--- src/rtl/i2cs_pkg.sv ---
package i2cs_pkg;

    localparam int BYTE_W   = 8;
    localparam int OWN_W    = 10;
    localparam int CNT_W    = $clog2(BYTE_W + 2);
    localparam logic [4:0] TEN_PREFIX = 5'b11110;

    typedef enum logic [2:0] {
        ST_IDLE,
        ST_ADDR,
        ST_ADDR2,
        ST_RX,
        ST_TX
    } eng_state_e;

    typedef struct packed {
        logic start;
        logic stop;
        logic scl_rise;
        logic scl_fall;
    } bus_evt_t;

    typedef struct packed {
        logic              addr_ack;
        logic              rw;
        logic              ua_req;
        logic              rx_take;
        logic [BYTE_W-1:0] rx_byte;
        logic              tx_done;
        logic              slot_end;
    } eng_evt_t;

    typedef struct packed {
        logic start;
        logic stop;
        logic data;
        logic rw;
        logic upd;
        logic full;
    } status_t;

    function automatic logic hit7(input logic [BYTE_W-1:0] b,
                                  input logic [OWN_W-1:0]  own);
        return b[7:1] == own[6:0];
    endfunction

    function automatic logic hit10_hi(input logic [BYTE_W-1:0] b,
                                      input logic [OWN_W-1:0]  own);
        return (b[7:3] == TEN_PREFIX) && (b[2:1] == own[9:8]);
    endfunction

endpackage

--- src/rtl/i2cs_line_sync.sv ---
module i2cs_line_sync
    import i2cs_pkg::*;
#(
    parameter int STAGES = 2
) (
    input  logic     clk,
    input  logic     rst,
    input  logic     scl_raw,
    input  logic     sda_raw,
    output logic     sda_s,
    output bus_evt_t ev
);
    localparam int NLINES = 2;

    logic [NLINES-1:0] raw;
    logic [NLINES-1:0] synced;
    logic [NLINES-1:0] prev;

    assign raw = {scl_raw, sda_raw};

    for (genvar g = 0; g < NLINES; g++) begin : g_line
        logic [STAGES-1:0] chain;
        always_ff @(posedge clk) begin
            if (rst) begin
                chain   <= '1;
                prev[g] <= 1'b1;
            end else begin
                chain   <= {chain[STAGES-2:0], raw[g]};
                prev[g] <= chain[STAGES-1];
            end
        end
        assign synced[g] = chain[STAGES-1];
    end

    logic scl_now, scl_old, sda_now, sda_old;
    assign scl_now = synced[1];
    assign scl_old = prev[1];
    assign sda_now = synced[0];
    assign sda_old = prev[0];
    assign sda_s   = sda_now;

    always_comb begin
        ev.start    = scl_now && scl_old && sda_old && !sda_now;
        ev.stop     = scl_now && scl_old && !sda_old && sda_now;
        ev.scl_rise = scl_now && !scl_old;
        ev.scl_fall = !scl_now && scl_old;
    end

    // a START and a STOP can never be reported in the same cycle
    a_r2_evt_excl: assert property (@(posedge clk) disable iff (rst)
        !(ev.start && ev.stop));

endmodule

--- src/rtl/i2cs_byte_engine.sv ---
module i2cs_byte_engine
    import i2cs_pkg::*;
(
    input  logic              clk,
    input  logic              rst,
    input  logic              en,
    input  logic              ten_bit,
    input  logic [OWN_W-1:0]  own_addr,
    input  bus_evt_t          ev,
    input  logic              sda_s,
    input  logic              buf_full,
    input  logic [BYTE_W-1:0] tx_buf,
    output logic              sda_low,
    output eng_evt_t          eo
);
    localparam logic [CNT_W-1:0] LAST_BIT = CNT_W'(BYTE_W);
    localparam logic [CNT_W-1:0] ACK_SLOT = CNT_W'(BYTE_W + 1);

    eng_state_e        st;
    logic [CNT_W-1:0]  bitcnt;
    logic [BYTE_W-1:0] shreg;
    logic [BYTE_W-1:0] txsh;
    logic              ack_drv;
    logic              tx_active;
    logic              ten_ok;

    logic live, byte_done, slot_done, accept;

    always_comb begin
        live      = en && !ev.start && !ev.stop && (st != ST_IDLE);
        byte_done = live && ev.scl_fall && (bitcnt == LAST_BIT);
        slot_done = live && ev.scl_fall && (bitcnt == ACK_SLOT);
        case (st)
            ST_ADDR:  accept = ten_bit ? (hit10_hi(shreg, own_addr) && (!shreg[0] || ten_ok))
                                       : hit7(shreg, own_addr);
            ST_ADDR2: accept = (shreg == own_addr[7:0]);
            ST_RX:    accept = !buf_full;
            default:  accept = 1'b0;
        endcase
        eo.addr_ack = byte_done && ((st == ST_ADDR) || (st == ST_ADDR2)) && accept;
        eo.rw       = (st == ST_ADDR) && shreg[0];
        eo.ua_req   = ten_bit;
        eo.rx_take  = byte_done && (st == ST_RX) && accept;
        eo.rx_byte  = shreg;
        eo.tx_done  = byte_done && (st == ST_TX);
        eo.slot_end = slot_done;
        sda_low     = ack_drv || (tx_active && !txsh[BYTE_W-1]);
    end

    always_ff @(posedge clk) begin
        if (rst) begin
            st        <= ST_IDLE;
            bitcnt    <= '0;
            shreg     <= '0;
            txsh      <= '1;
            ack_drv   <= 1'b0;
            tx_active <= 1'b0;
            ten_ok    <= 1'b0;
        end else if (!en) begin
            st        <= ST_IDLE;
            bitcnt    <= '0;
            ack_drv   <= 1'b0;
            tx_active <= 1'b0;
            ten_ok    <= 1'b0;
        end else if (ev.start) begin
            st        <= ST_ADDR;
            bitcnt    <= '0;
            ack_drv   <= 1'b0;
            tx_active <= 1'b0;
        end else if (ev.stop) begin
            st        <= ST_IDLE;
            bitcnt    <= '0;
            ack_drv   <= 1'b0;
            tx_active <= 1'b0;
            ten_ok    <= 1'b0;
        end else if (st != ST_IDLE) begin
            if (ev.scl_rise) begin
                if (bitcnt < LAST_BIT)
                    shreg <= {shreg[BYTE_W-2:0], sda_s};
                if ((bitcnt == LAST_BIT) && (st == ST_TX) && sda_s)
                    st <= ST_IDLE;
                if (bitcnt <= LAST_BIT)
                    bitcnt <= bitcnt + 1'b1;
            end
            if (ev.scl_fall) begin
                if (tx_active && (bitcnt != '0) && (bitcnt < LAST_BIT))
                    txsh <= {txsh[BYTE_W-2:0], 1'b1};
                if (bitcnt == LAST_BIT) begin
                    tx_active <= 1'b0;
                    case (st)
                        ST_ADDR: begin
                            if (accept) begin
                                ack_drv <= 1'b1;
                                if (ten_bit && !shreg[0]) st <= ST_ADDR2;
                                else if (shreg[0])        st <= ST_TX;
                                else                      st <= ST_RX;
                            end else begin
                                st <= ST_IDLE;
                            end
                        end
                        ST_ADDR2: begin
                            if (accept) begin
                                ack_drv <= 1'b1;
                                ten_ok  <= 1'b1;
                                st      <= ST_RX;
                            end else begin
                                st <= ST_IDLE;
                            end
                        end
                        ST_RX:   ack_drv <= accept;
                        default: ;
                    endcase
                end
                if (bitcnt == ACK_SLOT) begin
                    ack_drv <= 1'b0;
                    bitcnt  <= '0;
                    if (st == ST_TX) begin
                        txsh      <= tx_buf;
                        tx_active <= 1'b1;
                    end
                end
            end
        end
    end

    // an idle engine never holds the data line low
    a_r9_idle_released: assert property (@(posedge clk) disable iff (rst)
        (st == ST_IDLE) |-> !sda_low);
    // an accepted address is acknowledged from the next cycle
    a_r4_ack_follows_match: assert property (@(posedge clk) disable iff (rst)
        eo.addr_ack |=> sda_low);
    // a disabled block lets go of the line
    a_r3_disabled_release: assert property (@(posedge clk) disable iff (rst)
        !en |=> !sda_low);

endmodule

--- src/rtl/i2cs_status_regs.sv ---
module i2cs_status_regs
    import i2cs_pkg::*;
(
    input  logic              clk,
    input  logic              rst,
    input  logic              en,
    input  logic              bus_start,
    input  logic              bus_stop,
    input  eng_evt_t          eo,
    input  logic              host_rd,
    input  logic              host_wr,
    input  logic [BYTE_W-1:0] host_wdata,
    input  logic              host_addr_wr,
    output status_t           stat,
    output logic [BYTE_W-1:0] rx_buf,
    output logic [BYTE_W-1:0] tx_buf
);
    always_ff @(posedge clk) begin
        if (rst) begin
            stat   <= '0;
            rx_buf <= '0;
            tx_buf <= '1;
        end else begin
            if (!en) begin
                stat.start <= 1'b0;
                stat.stop  <= 1'b0;
            end else if (bus_start) begin
                stat.start <= 1'b1;
                stat.stop  <= 1'b0;
                stat.rw    <= 1'b0;
            end else if (bus_stop) begin
                stat.stop  <= 1'b1;
                stat.start <= 1'b0;
                stat.rw    <= 1'b0;
            end

            if (eo.slot_end && stat.data)
                stat.rw <= 1'b0;

            if (host_addr_wr)
                stat.upd <= 1'b0;

            if (eo.addr_ack) begin
                stat.data <= 1'b0;
                stat.rw   <= eo.rw;
                if (eo.ua_req)
                    stat.upd <= 1'b1;
            end

            if (host_rd)
                stat.full <= 1'b0;
            if (eo.tx_done) begin
                stat.full <= 1'b0;
                stat.data <= 1'b1;
            end
            if (host_wr) begin
                stat.full <= 1'b1;
                tx_buf    <= host_wdata;
            end
            if (eo.rx_take) begin
                stat.full <= 1'b1;
                stat.data <= 1'b1;
                rx_buf    <= eo.rx_byte;
            end
        end
    end

    // START and STOP flags are mutually exclusive
    a_r2_start_stop_excl: assert property (@(posedge clk) disable iff (rst)
        !(stat.start && stat.stop));
    // disable clears both condition flags
    a_r3_disable_clears: assert property (@(posedge clk) disable iff (rst)
        !en |=> (!stat.start && !stat.stop));
    // a START drops the direction bit
    a_r5_rw_clear_on_start: assert property (@(posedge clk) disable iff (rst)
        (en && bus_start) |=> !stat.rw);
    // an accepted byte leaves the buffer marked full
    a_r6_full_after_rx: assert property (@(posedge clk) disable iff (rst)
        eo.rx_take |=> stat.full);
    // a full receive buffer is never overwritten
    a_r7_no_overwrite: assert property (@(posedge clk) disable iff (rst)
        stat.full |=> $stable(rx_buf));

endmodule

--- src/rtl/i2cs_status_tracker.sv ---
module i2cs_status_tracker
    import i2cs_pkg::*;
#(
    parameter int SYNC_STAGES = 2
) (
    input  logic        clk,
    input  logic        rst,
    input  logic        enable,
    input  logic        ten_bit_mode,
    input  logic [9:0]  own_addr,
    input  logic        scl_in,
    input  logic        sda_in,
    output logic        sda_drive_low,
    input  logic        host_rd_strobe,
    input  logic        host_wr_strobe,
    input  logic [7:0]  host_wdata,
    input  logic        host_addr_wr_strobe,
    output logic [7:0]  rx_data,
    output logic        st_start,
    output logic        st_stop,
    output logic        st_data,
    output logic        st_rw,
    output logic        st_upd_addr,
    output logic        st_buf_full
);
    bus_evt_t          bev;
    eng_evt_t          eev;
    status_t           stat;
    logic              sda_s;
    logic [BYTE_W-1:0] tx_buf;

    i2cs_line_sync #(.STAGES(SYNC_STAGES)) u_sync (
        .clk     (clk),
        .rst     (rst),
        .scl_raw (scl_in),
        .sda_raw (sda_in),
        .sda_s   (sda_s),
        .ev      (bev)
    );

    i2cs_byte_engine u_eng (
        .clk      (clk),
        .rst      (rst),
        .en       (enable),
        .ten_bit  (ten_bit_mode),
        .own_addr (own_addr),
        .ev       (bev),
        .sda_s    (sda_s),
        .buf_full (stat.full),
        .tx_buf   (tx_buf),
        .sda_low  (sda_drive_low),
        .eo       (eev)
    );

    i2cs_status_regs u_stat (
        .clk          (clk),
        .rst          (rst),
        .en           (enable),
        .bus_start    (bev.start),
        .bus_stop     (bev.stop),
        .eo           (eev),
        .host_rd      (host_rd_strobe),
        .host_wr      (host_wr_strobe),
        .host_wdata   (host_wdata),
        .host_addr_wr (host_addr_wr_strobe),
        .stat         (stat),
        .rx_buf       (rx_data),
        .tx_buf       (tx_buf)
    );

    assign st_start    = stat.start;
    assign st_stop     = stat.stop;
    assign st_data     = stat.data;
    assign st_rw       = stat.rw;
    assign st_upd_addr = stat.upd;
    assign st_buf_full = stat.full;

endmodule

--- config.mk ---
export PLATFORM = sky130hd
export DESIGN_NAME = i2cs_status_tracker
export DESIGN_NICKNAME = d
export VERILOG_FILES = /design/src/rtl/i2cs_pkg.sv /design/src/rtl/i2cs_line_sync.sv /design/src/rtl/i2cs_byte_engine.sv /design/src/rtl/i2cs_status_regs.sv /design/src/rtl/i2cs_status_tracker.sv
export SDC_FILE = /design/constraint.sdc
export NUM_CORES = 1
export LEC_CHECK = 0
export ABC_AREA = 1
export CAP_MARGIN = 20
export CORE_AREA = 2 2 76 78
export CTS_CLUSTER_SIZE = 24
export DETAILED_ROUTE_END_ITERATION = 8
export DIE_AREA = 0 0 78 80
export GPL_ROUTABILITY_DRIVEN = 0
export PLACE_DENSITY_LB_ADDON = 0.05
export SLEW_MARGIN = 40
export SYNTH_ARGS = -nofsm -noshare
export SYNTH_HDL_FRONTEND = slang
export SYNTH_SLANG_ARGS = --single-unit
--- constraint.sdc ---
create_clock -name clk -period 2 [get_ports clk]
set_input_delay 0.6 -clock clk [delete_from_list [all_inputs] [get_ports clk]]
set_output_delay 0.6 -clock clk [all_outputs]
set_load 0.02 [all_outputs]
==> results.sh <==
export IMPL_postCtsSetupRepairBufs=0
export IMPL_path_clk_slew_ps=100
export IMPL_relSlewSlack=0.738
export IMPL_synth_seq_cells=54
export IMPL_yosysTopAreaCell="dfxtp_1"
export IMPL_clk_latency_ps=310
export IMPL_dp_cells=498
export IMPL_ff2ff_setup_slack_ps=230
export IMPL_drt_iter0_drc=119
export IMPL_die_x_um=78
export IMPL_ctsHoldBuffers=0
export IMPL_grtUsageTotal=0.215
export IMPL_synthesis_nets=407
export IMPL_cts_resized=2
export IMPL_finalSetupViolCount=0
export IMPL_wire_per_inst_um=12.3
export IMPL_syn_avg_cell_area_um2=6.99
export IMPL_critPathArrivalTime_ps=1300
export IMPL_power_leakage_nw=1.43
export IMPL_fin_skew_ps=7.93
export IMPL_synth_top_cell_area_share=0.410
export IMPL_avgViaCountPerCell=4.91
export IMPL_power_density_mw_per_mm2=584
export IMPL_num_antenna_cells=0
export IMPL_syn_instance_count=377
export IMPL_synth_main_ff_cell="dfxtp_1"
export IMPL_initial_utilization=0.488
export IMPL_fin_setup_tns_ps=0
export IMPL_synthArstFlopShare=0
export IMPL_final_layout_size_suffix_gt1_frac=0.127
export IMPL_final_max_slew_violation_count=0
export IMPL_period_minus_slack_ps=1900
export IMPL_syn2layout_area_growth_pct=26.2
export IMPL_crit_type="reg2out"
export IMPL_worstMarginPinSlew_ps=391
export IMPL_grt_start_max_net_pins=18
export IMPL_ir_drop_mv=0.370
export IMPL_firstDrtPassIters=4
export IMPL_antenna_left=0
export IMPL_grt_first_pass_wirelength_um=10600
export IMPL_hold_violations=0
export IMPL_final_cells=506
export IMPL_hold_class="reg2reg"
export IMPL_hpwl_um=4770
export IMPL_synth_edf_count=0
export IMPL_num_nets_final=463
export IMPL_n_fill_cell=530
export IMPL_max_freq_ghz=0.528
export IMPL_core_area_mm2=0.00541
export IMPL_synth_commonest_cells="nand2_1 (93), dfxtp_1 (54), inv_1 (43)"
export IMPL_cts_buffer_depth=2
export IMPL_synthTopCellsByArea="dfxtp_1 (41%), nand2_1 (13%), inv_1 (6.1%), nor2_1 (5.7%), nand3_1 (5.3%)"
export IMPL_critPathCapture="rx_data[5]"
export IMPL_cts_buffers=5
export IMPL_path_depth=1
export IMPL_cts_tree="yes"
export IMPL_timing_reg2reg_worst_path_depth=11
export IMPL_min_period_over_period=0.948
export IMPL_ys_warnings_count=0
export IMPL_grt_pass1_vias=2292
export IMPL_r2r_end="u_stat.rx_buf[4]"
export IMPL_path_cells="clkdlybuf4s50_1"
export IMPL_required_ps=1400
export IMPL_netlist_area_mm2=0.00264
export IMPL_timing_max_cap_violations=0
export IMPL_critPathMaxStageDelay_ps=620
export IMPL_power_total_mw=1.94
export IMPL_std_cell_rows=27
export IMPL_cp_start_kind="flip-flop"
export IMPL_grt_overflow_total=0
export IMPL_routed_wl_um=6240
export IMPL_cp_max_fo=2
export IMPL_synthMostInstantiatedCell="nand2_1"
export IMPL_crit_buf_inv=1
export IMPL_vias=2483
export IMPL_cts_htree_levels=2
export IMPL_cts_sinks=54
export IMPL_die_area_mm2=0.00624
export IMPL_cts_root_buf="clkbuf_8"
export IMPL_cp_top_family="buffers and inverters"
export IMPL_io_pins=42
export IMPL_rsz0062_at_grt="false"
export IMPL_io_buffers=41
export IMPL_drc=0
export IMPL_cp_startpoint="u_stat.rx_buf[5]"
export IMPL_die_h_um=80
export IMPL_synth_seq_area_share=0.410
export IMPL_synth_cell_types=35
export IMPL_grt_antenna_before_repair=0
export IMPL_crit_slowest_cell="clkdlybuf4s50_1"
export IMPL_rr_startpoint="u_eng.bitcnt[1]"
export IMPL_critPathCaptureType="primary output"
export IMPL_status="finished, final reports clean"
==> layout by cell type, fill, tap and decap left out, drive strengths merged <==
cell type and count:
nand2 96, dfxtp 54, inv 52, nor2 46, clkdlybuf4s50 39, nand3 30, a21oi 26, o21ai 25
buf 16, a211oi 9, or2 7, clkbuf 6, o211ai 4, xor2 3, nand4 3, ha 3
nor3 3, xnor2 2, dlygate4sd2 2, clkinv 1, o41ai 1, nand3b 1, a41o 1, o21bai 1
nor4 1, o32ai 1, clkinvlp 1
==> kinds of logic (layout without fill, tap and decap cells) <==
kind of cell | Yosys count | after routing | synth area share
adder cells (fa/ha/maj) | 3 | 3 | 0.0142
AND/OR/NAND/NOR | 187 | 187 | 0.319
flip-flops | 54 | 54 | 0.410
buffers and inverters | 60 | 117 | 0.0892
XOR/XNOR | 5 | 5 | 0.0166
AO/OA/AOI/OAI | 68 | 68 | 0.151
==> stage by stage <==
step | worst slack [ps] | cell area [um2] | hold slack (ps) | util
floorplan | 370 | 2640 | 389 | -
global placement | -168 | 3230 | 393 | 0.597
detailed placement | -195 | 3230 | 397 | 0.597
CTS | 92.2 | 3330 | 415 | 0.615
global route | 8.46 | 3330 | 433 | 0.616
finish | 105 | 3330 | 413 | 0.616
==> registers in the layout, summed over array words and instances, names as in the netlist <==
register	cells
u_eng.ack_drv	1
u_eng.st	3
u_sync.g_line.chain	4
u_sync.sda_old	1
u_eng.tx_active	1
u_stat.stat	6
u_sync.scl_old	1
u_eng.bitcnt	4
u_eng.ten_ok	1
u_eng.shreg	8
u_stat.tx_buf	8
u_eng.txsh	8
u_stat.rx_buf	8
==> area by class of cell <==
| cell class | count | area (um2) | area share |
|---|---|---|---|
| clock buffers | 6 | 82.6 | 0.0248 |
| repair buffers | 57 | 541 | 0.162 |
| clock inverters | 2 | 16.3 | 0.00489 |
| inverters | 52 | 195 | 0.0586 |
| multi-input cells | 263 | 1320 | 0.397 |
| well taps | 72 | 90.1 | 0.0271 |
| flip-flops and latches | 54 | 1080 | 0.325 |
==> per-layer routing <==
layer / vias up / track usage / part of all wire
li1: 1319 / - / -
met1: 1112 / 0.284 / 0.49
met2: 48 / 0.360 / 0.46
met3: 4 / 0.0475 / 0.040
met4: 0 / 0.0474 / 0.0071
met5: - / 0 / 0
==> how the worst min path moves through the flow <==
stage                         startpoint                   endpoint  slack, ps  cells past startpoint
4_1_cts        u_sync.g_line[1].chain[0]  u_sync.g_line[1].chain[1]        420                      1
3_3_place_gp   u_sync.g_line[1].chain[0]  u_sync.g_line[1].chain[1]        390                      1
3_5_place_dp   u_sync.g_line[1].chain[0]  u_sync.g_line[1].chain[1]        400                      1
6_report       u_sync.g_line[1].chain[0]  u_sync.g_line[1].chain[1]        410                      1
2_1_floorplan  u_sync.g_line[0].chain[0]  u_sync.g_line[0].chain[1]        390                      1
5_1_grt        u_sync.g_line[1].chain[0]  u_sync.g_line[1].chain[1]        430                      1
==> power breakdown <==
part | leakage, nW | switching, mW | internal [mW]
combinational | 0.947 | 0.0875 | 0.0920
clock | 0.0478 | 0.375 | 0.286
sequential | 0.439 | 0.00996 | 1.09
Note: power is estimated with default switching activity, not from simulation.
